`config.mk`:
```
export PLATFORM = sky130hd
export DESIGN_NAME = sensor_freq_serializer
export DESIGN_NICKNAME = d
export VERILOG_FILES = /design/src/rtl/fcs_pkg.sv /design/src/rtl/fcs_sync_chain.sv /design/src/rtl/fcs_input_cond.sv /design/src/rtl/fcs_sat_counter.sv /design/src/rtl/fcs_frame_tx.sv /design/src/rtl/sensor_freq_serializer.sv
export SDC_FILE = /design/constraint.sdc
export NUM_CORES = 1
export LEC_CHECK = 0
export BUFFER_PORTS_ARGS = -buffer_cell sky130_fd_sc_hd__buf_4
export CORE_MARGIN = 4
export CORE_UTILIZATION = 40
export CTS_CLUSTER_DIAMETER = 150
export DETAILED_ROUTE_END_ITERATION = 16
export GPL_TIMING_DRIVEN = 0
export REMOVE_ABC_BUFFERS = 1
export SETUP_SLACK_MARGIN = 0.2
export SYNTH_ARGS = -nofsm -noshare
export SYNTH_HDL_FRONTEND = slang
export SYNTH_SLANG_ARGS = --single-unit
```
`constraint.sdc`:
```
create_clock -name clk -period 1.8 [get_ports clk]
set_clock_uncertainty 0.15 [all_clocks]
set_input_delay 0.09 -clock clk [delete_from_list [all_inputs] [get_ports clk]]
set_output_delay 0.09 -clock clk [all_outputs]
set_load 0.1 [all_outputs]
```
`src/rtl/fcs_pkg.sv`:
```
package fcs_pkg;
   typedef enum logic [1:0] {
      TX_IDLE = 2'd0,
      TX_WAIT = 2'd1,
      TX_SEND = 2'd2
   } tx_state_e;
endpackage

```
`src/rtl/fcs_sync_chain.sv`:
```
module fcs_sync_chain #(
   parameter int STAGES = 2
) (
   input  logic clk,
   input  logic rst_n,
   input  logic d_i,
   output logic q_o
);
   if (STAGES < 2) begin : g_bad_stages
      $error("fcs_sync_chain: STAGES must be at least 2");
   end

   logic [STAGES-1:0] ff;

   always_ff @(posedge clk or negedge rst_n) begin
      if (!rst_n) ff <= '0;
      else        ff <= {ff[STAGES-2:0], d_i};
   end

   assign q_o = ff[STAGES-1];
endmodule

```
`src/rtl/fcs_input_cond.sv`:
```
module fcs_input_cond #(
   parameter int SYNC_STAGES = 2
) (
   input  logic clk,
   input  logic rst_n,
   input  logic sens_i,
   input  logic gate_i,
   input  logic shift_i,
   input  logic cts_i,
   output logic sens_rise_o,
   output logic gate_lvl_o,
   output logic gate_fall_o,
   output logic shift_rise_o,
   output logic cts_lvl_o
);
   localparam int NCH   = 4;
   localparam int N_EDG = 3;

   logic [NCH-1:0]   raw;
   logic [NCH-1:0]   synced;
   logic [N_EDG-1:0] prev;

   assign raw = {cts_i, shift_i, gate_i, sens_i};

   for (genvar ch = 0; ch < NCH; ch++) begin : g_chan
      fcs_sync_chain #(.STAGES(SYNC_STAGES)) u_sync (
         .clk   (clk),
         .rst_n (rst_n),
         .d_i   (raw[ch]),
         .q_o   (synced[ch])
      );
   end

   always_ff @(posedge clk or negedge rst_n) begin
      if (!rst_n) prev <= '0;
      else        prev <= synced[N_EDG-1:0];
   end

   assign sens_rise_o  =  synced[0] & ~prev[0];
   assign gate_lvl_o   =  synced[1];
   assign gate_fall_o  = ~synced[1] &  prev[1];
   assign shift_rise_o =  synced[2] & ~prev[2];
   assign cts_lvl_o    =  synced[3];
endmodule

```
`src/rtl/fcs_sat_counter.sv`:
```
module fcs_sat_counter #(
   parameter int W = 8
) (
   input  logic         clk,
   input  logic         rst_n,
   input  logic         inc_i,
   input  logic         clr_i,
   output logic [W-1:0] cnt_o,
   output logic         ovf_o
);
   if (W < 1) begin : g_bad_w
      $error("fcs_sat_counter: W must be at least 1");
   end

   localparam logic [W-1:0] TOP = {W{1'b1}};

   always_ff @(posedge clk or negedge rst_n) begin
      if (!rst_n) begin
         cnt_o <= '0;
         ovf_o <= 1'b0;
      end else if (clr_i) begin
         cnt_o <= '0;
      end else if (inc_i) begin
         if (cnt_o == TOP) ovf_o <= 1'b1;
         else              cnt_o <= cnt_o + W'(1);
      end
   end
endmodule

```
`src/rtl/fcs_frame_tx.sv`:
```
module fcs_frame_tx
   import fcs_pkg::*;
#(
   parameter int DATA_W    = 8,
   parameter bit LSB_FIRST = 1'b1
) (
   input  logic              clk,
   input  logic              rst_n,
   input  logic              load_i,
   input  logic [DATA_W-1:0] data_i,
   input  logic              tick_i,
   input  logic              cts_i,
   output logic              txd_o,
   output logic              busy_o,
   output logic              sending_o
);
   localparam int FRAME_W = DATA_W + 2;
   localparam int BIT_W   = $clog2(FRAME_W);
   localparam logic [BIT_W-1:0]   LAST_BIT = BIT_W'(FRAME_W - 1);
   localparam logic [FRAME_W-1:0] IDLE_PAT = {{(FRAME_W-1){1'b0}}, 1'b1};

   if (DATA_W < 1) begin : g_bad_dw
      $error("fcs_frame_tx: DATA_W must be at least 1");
   end

   logic [DATA_W-1:0]  ordered;
   logic [FRAME_W-1:0] frame;
   logic [BIT_W-1:0]   bitn;
   tx_state_e          st;

   for (genvar i = 0; i < DATA_W; i++) begin : g_ord
      if (LSB_FIRST) begin : g_lsb
         assign ordered[DATA_W-1-i] = data_i[i];
      end else begin : g_msb
         assign ordered[i] = data_i[i];
      end
   end

   always_ff @(posedge clk or negedge rst_n) begin
      if (!rst_n) begin
         st    <= TX_IDLE;
         frame <= IDLE_PAT;
         bitn  <= '0;
      end else begin
         case (st)
            TX_IDLE: if (load_i) begin
               frame <= {1'b0, ordered, 1'b1};
               bitn  <= '0;
               st    <= TX_WAIT;
            end
            TX_WAIT: if (tick_i && cts_i) st <= TX_SEND;
            TX_SEND: if (tick_i) begin
               if (bitn == LAST_BIT) begin
                  st    <= TX_IDLE;
                  frame <= IDLE_PAT;
               end else begin
                  frame <= {frame[FRAME_W-2:0], 1'b0};
                  bitn  <= bitn + BIT_W'(1);
               end
            end
            default: st <= TX_IDLE;
         endcase
      end
   end

   assign sending_o = (st == TX_SEND);
   assign busy_o    = (st != TX_IDLE);
   assign txd_o     = sending_o ? frame[FRAME_W-1] : 1'b1;
endmodule

```
`src/rtl/sensor_freq_serializer.sv`:
```
module sensor_freq_serializer #(
   parameter int CNT_W       = 8,
   parameter int SYNC_STAGES = 2,
   parameter bit LSB_FIRST   = 1'b1
) (
   input  logic clk,
   input  logic rst_n,
   input  logic sens_clk_i,
   input  logic gate_clk_i,
   input  logic shift_clk_i,
   input  logic cts_i,
   output logic txd_o,
   output logic rts_o,
   output logic ovf_o
);
   if (CNT_W < 1) begin : g_bad_cnt
      $error("sensor_freq_serializer: CNT_W must be at least 1");
   end

   logic             sens_rise_w;
   logic             gate_lvl_w;
   logic             win_end_w;
   logic             shift_rise_w;
   logic             cts_lvl_w;
   logic             sending_w;
   logic [CNT_W-1:0] cnt_w;

   fcs_input_cond #(.SYNC_STAGES(SYNC_STAGES)) u_cond (
      .clk          (clk),
      .rst_n        (rst_n),
      .sens_i       (sens_clk_i),
      .gate_i       (gate_clk_i),
      .shift_i      (shift_clk_i),
      .cts_i        (cts_i),
      .sens_rise_o  (sens_rise_w),
      .gate_lvl_o   (gate_lvl_w),
      .gate_fall_o  (win_end_w),
      .shift_rise_o (shift_rise_w),
      .cts_lvl_o    (cts_lvl_w)
   );

   fcs_sat_counter #(.W(CNT_W)) u_cnt (
      .clk   (clk),
      .rst_n (rst_n),
      .inc_i (gate_lvl_w & sens_rise_w),
      .clr_i (win_end_w),
      .cnt_o (cnt_w),
      .ovf_o (ovf_o)
   );

   fcs_frame_tx #(.DATA_W(CNT_W), .LSB_FIRST(LSB_FIRST)) u_tx (
      .clk       (clk),
      .rst_n     (rst_n),
      .load_i    (win_end_w),
      .data_i    (cnt_w),
      .tick_i    (shift_rise_w),
      .cts_i     (cts_lvl_w),
      .txd_o     (txd_o),
      .busy_o    (rts_o),
      .sending_o (sending_w)
   );
endmodule

```
; ---- Word level (Yosys, flattened, before mapping)
; Index checks and enable logic that the tools add are counted.
; Widths: inputs -> output; s select.
[totals]
ff_bits = 36
latchBits = 0
mem_bits_rw = 0
rom_bits = 0
in_bits = 6
output_inout_bits = 3
mem_count = 0
[classes]
n_addsub = 2
mul = 0
n_div = 0
magnitude_cmp = 0
n_eq_ne = 10
shift = 0
n_mux = 17
bitwise = 8
reduce_logical = 10
[ops]
columns = op, count
row1 = $mux 10, 3
row2 = $mux 8, 3
row3 = $pmux 10 s2, 1
row4 = $mux 4, 3
row5 = $add 8x1->8 const B, 1
row6 = $eq 8x8->1 const B, 1
row7 = $mux 2, 4
row8 = $pmux 4 s2, 1
row9 = $reduce_and 4->1, 2
row10 = $ne 2x1->1 const B, 3
row11 = $ne 2x2->1 const B, 3
row12 = $pmux 2 s3, 1
row13 = $reduce_and 3->1, 2
row14 = $reduce_bool 2->1, 3
row15 = $add 4x1->4 const B, 1
row16 = $and 1x1->1, 4
row17 = $eq 4x4->1 const B, 1
row18 = $not 1->1, 4
row19 = $eq 2x1->1 const B, 1
row20 = $eq 2x2->1 const B, 1
row21 = $logic_not 2->1, 1
row22 = $reduce_and 2->1, 1
row23 = $logic_and 1x1->1, 1
row24 = $mux 1, 1

; ---- Logic depth before layout (Yosys ltp)
[logic_depth]
depth_word = 5
ltp_mapped = 6

; ---- By module
; A second synthesis with hierarchy kept.
[hier_totals]
hier_cells = 146
hier_area_um2 = 1814.2
[by_module_without_submodules]
columns = module, instances, cells_each, area_each_um2, seq_area_each_um2
row1 = fcs_frame_tx, 1, 77, 952.2, 401.6
row2 = fcs_sat_counter, 1, 54, 539.3, 225.2
row3 = fcs_sync_chain, 4, 2, 50.0, 50.0
row4 = fcs_input_cond, 1, 6, 116.4, 75.1
row5 = sensor_freq_serializer, 1, 1, 6.3, 0.0

; ---- Worst setup path before layout
; Ideal clock, no wire load.
[synth_timing]
path_kind = reg-to-reg
from = register u_cond.g_chan[1].u_sync.ff[1]
to = register u_tx.frame[2]
arrival_time_ns = 1.459
required_time_ns = 1.525
path_slack_ns = 0.066
path_stages_with_launch = 5
path_buffers = 1
synth_period_minus_slack_ns = 1.734
path_cell_list = dfrtp_1 > or4b_4 > nand2_4 > buf_12 > mux2_4
[synth_via]
elab_chain_cells = 4
[synth_rtl]
columns = item, line
row1 = "start, declared", fcs_sync_chain.sv:13  ; logic [STAGES-1:0] ff;
row2 = "start signal, assigned", fcs_sync_chain.sv:17  ; else ff <= {ff[STAGES-2:0], d_i};
row3 = $not 1->1, fcs_input_cond.sv:41  ; assign gate_fall_o = ~synced[1] & prev[1];
row4 = $and 1x1->1, fcs_input_cond.sv:41
row5 = $ne 2x2->1 (no source line), -
row6 = $reduce_and 3->1 (no source line), -
row7 = "end signal, assigned", fcs_frame_tx.sv:47  ; frame <= {1'b0, ordered, 1'b1};
row8 = "end signal, assigned", fcs_frame_tx.sv:57  ; frame <= {frame[FRAME_W-2:0], 1'b0};
row9 = "end, declared", fcs_frame_tx.sv:27  ; logic [FRAME_W-1:0] frame;
; Every way passes these cells.
; A chain may end at the register's enable or synchronous reset.

; ---- Final worst setup path
[layout_timing]
from = register u_tx.st[1]
to = register u_tx.frame[7]
[layout_via]
elab_chain_cells = 3
elab_cells_between_ends = 7
cone_classes = 3 x eq/ne / 1 x mux / 3 x reduce/logical
[layout_rtl]
columns = item, line
row1 = "start, declared", fcs_frame_tx.sv:29  ; tx_state_e st;
row2 = "start signal, assigned", fcs_frame_tx.sv:41  ; st <= TX_IDLE;
row3 = "start signal, assigned", fcs_frame_tx.sv:49  ; st <= TX_WAIT;
row4 = "start signal, assigned", fcs_frame_tx.sv:51  ; TX_WAIT: if (tick_i && cts_i) st <= TX_SEND;
row5 = $eq 2x2->1 or $logic_not 2->1 (tied branches), fcs_frame_tx.sv:45  ; case (st)
row6 = "$ne 2x1->1 (no source line), or another cell as far along", -
row7 = $reduce_and 3->1 (no source line), -
; Several ways; a longest one is shown, not always the timed one.

==> metrics.md <==
| Metric | Value |
|---|---|
| Startpoint types | flop |
| DRT Wirelength | ~3200 um |
| Max-slew headroom | 0.661 |
| Htree depth | 2 |
| Die X | ~70 um |
| Final core occ | 0.504 |
| Clk Tree Root Cell | clkbuf_8 |
| Post-synthesis xor/xnor area fraction | 0.00532 |
| Die H | 72.1 um |
| Most frequent cells in the layout | dfrtp_1 (31), buf_4 (19), a32o_1 (8), mux2_4 (8), nand2_1 (7) |
| CP max FO | 5 |
| Static Leak | 0.909 nW |
| Fill cells | 360 |
| ANT nets after route | 0 |
| Dpl cells | approximately 190 |
| Global-route wire length before repair | 5430 um |
| Worst Max-Slew Pin Slew | about 510 ps |
| Clock buffer depth | 2 |
| Crit. End Element | flop |
| Core Area | 4000 um2 |
| Fin. Hold Viols | 0 |
| Ant diodes | 0 |
| DRC viols | 0 |
| Pin count of the biggest net entering global routing | 37 |
| CTS Sinks | 36 |
| DPL Wire Length | ~2000 um |
| Worst-path clk slew | roughly 70 ps |
| NumNets Final | roughly 170 |
| Mux share of post-synthesis cell area | 0.0829 |
| Hold slack final | about 140 ps |
| Remaining Overflow, GRT | 0 |
| YS warnings | 0 |
| Cts bufs inserted | 5 |
| Port-buffer cells | 8 |
| Routability cong. | around 0.82 |
| Yosys cell types | 42 |
| Share of cells above drive strength 1 | 0.325 |
| Worst path arrival time | between 1500 and 2000 ps |
| Register area share after synthesis | 0.548 |
| Area of the multi-input gates | approximately 740 um2 |
| Pre-antenna DRT Iters | 4 |
| Vias in the first global route | ~1,200 |
| Largest family of logic cells by synthesized area | compound AO/OA/AOI/OAI gates |
| Mapped cell area | roughly 1600 um2 |
| Initial antenna violation count | 0 |
| Fin cells | 210 |
| Post-Syn Instances | between 100 and 150 |
| Critical Path RT | about 1800 ps |
| Area grow syn2layout | 22.6% |
| Commonest non-fill, non-tap cell in the layout | dfrtp_1 |
| Final Max Slew Viols | 0 |
| Worst VDD drop | around 800 uV |
| Simple-Gate Fraction of Synth Area | 0.149 |
| Run status | complete, no violations |
| RSZ-0062 raised after global routing | true |
| Cell Rows | 23 |
| Total GRT Usage | 0.136 |
| Setup TNS | 0 ps |
| Compound-Gate Fraction of Synth Area | 0.159 |
| Fmax | a little under 600 MHz |
| Final worst-path cycle share | 0.962 |
| Worst min path class | primary input to asynchronous set/reset pin |
| Vias/cell | ~5.5 |
| Initial drt markers | between 100 and 150 |
| Total power | ~0.0022 W |
| I/O pin count | 9 |
| Crit Path Class | flop to flop |
| Pwr/cell area | ~1100 nW/um2 |
| TritonCTS clock tree | built |
| Storage cell area | between 900 and 1000 um2 |
| Adder-Cell Fraction of Synth Area | 0.0228 |
| Synth Register Bits | 36 |
| Maximum capacitance violations | 0 |
| Reg2Reg Setup Slack | approximately 69 ps |
| WL/cell | ~15 um |
| DR vias | around 1,200 |
| Skew-Pair Late Insertion Delay | 290 ps |
| Min Tclk post-route | between 1500 and 2000 ps |
| Initial Utilization | 0.411 |
| Mean Syn Cell Area | roughly 13 um2 |
| Die area | about 5200 um2 |
| Final setup vio count | 0 |
==> report_power, final <==
group          switching, W  leakage, nW  internal [W]
registers         0.0000826        0.461      0.000912
clock network      0.000287       0.0510      0.000305
logic              0.000318        0.397      0.000246
==> synth_stat cells (all sizes together) <==
cell	count	area [um2]
dfrtp	35	876
a32o	8	80.1
mux2	8	116
nand2	8	37.5
a31oi	6	37.5
a211oi	5	37.5
inv	5	18.8
a21oi	4	20.0
nor2b	4	25.0
clkbuf	3	11.3
ha	3	37.5
nand3	3	15.0
nand3b	3	35.0
o21ai	3	15.0
a311oi	2	17.5
and3	2	12.5
and4	2	17.5
mux2i	2	20.0
nand2b	2	12.5
nand4	2	12.5
nor2	2	7.51
o22ai	2	12.5
a21o	1	7.51
a2bb2oi	1	8.76
a31o	1	8.76
a41oi	1	8.76
and2	1	6.26
and3b	1	8.76
and4bb	1	12.5
buf	1	20.0
clkinv	1	3.75
dfstp	1	26.3
nand4bb	1	11.3
nor3	1	5.00
nor4	1	6.26
o21a	1	7.51
or2	1	6.26
or4b	1	13.8
xnor2	1	8.76
==> cell type report <==
cell class / count / area share
clock buffer: 6 / 0.0409
clock inverter: 2 / 0.00496
inverter: 6 / 0.0112
multi-input combinational: 86 / 0.367
sequential: 36 / 0.450
tap: 50 / 0.0310
timing repair buffer: 24 / 0.0955
==> logic make-up (layout without fill, tap and decap cells) <==
family	after synthesis	count (layout)
compound gates	35	35
simple gates	36	37
fa+ha+maj	3	3
flops	36	36
mux	10	10
buf+inv	10	38
xor+xnor	1	1
==> worst paths after layout <==
check / startpoint / to / cells past startpoint
max: u_tx.st[1] / u_tx.frame[7] / 3
min in group clk: u_cond.g_chan[0].u_sync.ff[0] / u_cond.g_chan[0].u_sync.ff[1] / 0
min: rst_n / u_tx.frame[2] / 2
min reg2reg: u_cond.g_chan[0].u_sync.ff[0] / u_cond.g_chan[0].u_sync.ff[1] / 0
max in group asynchronous: rst_n / u_tx.st[1] / 2
max reg2reg: u_tx.st[1] / u_tx.frame[7] / 3
==> per-layer routing <==
layer  GRT usage  part of all wire  wire, um  up-vias
met5           0                 0         0        -
met4      0.0501            0.0031        10        0
met3      0.0582             0.037       119        2
met2       0.199              0.47      1510       19
met1       0.181              0.49      1590      578
li1            -                 -         -      563
==> critical path, cell delays in order, from the launching register on <==
cell     delay [ps]
dfrtp_2         430
or4b_4          600
nand2_8         120
mux2_4          310
==> flip-flops by register name, summed over array words and instances, names as in the netlist <==
name                     count
u_cnt.cnt_o                  8
u_cond.g_chan.u_sync.ff      8
u_tx.st                      2
u_cond.prev                  3
u_cnt.ovf_o                  1
u_tx.frame                  10
u_tx.bitn                    4
==> stage by stage <==
stage	setup WS, ps	cell area, um2
after floorplan	70.4	1610
after global placement	0.101	1740
after detailed placement	-23.9	1740
after CTS	27.5	1920
after global routing	35.0	2020
final	69.3	2020
==> repair_timing <==
item,in CTS,in global routing
buffers inserted,1,10
hold endpoints to repair,40,0
hold buffers,5,0
cloned,1,0
endpoints found under the setup margin,15,18
gates resized for setup,6,6
pin swaps,2,1
No activity file was read; power rests on OpenSTA's default activity.
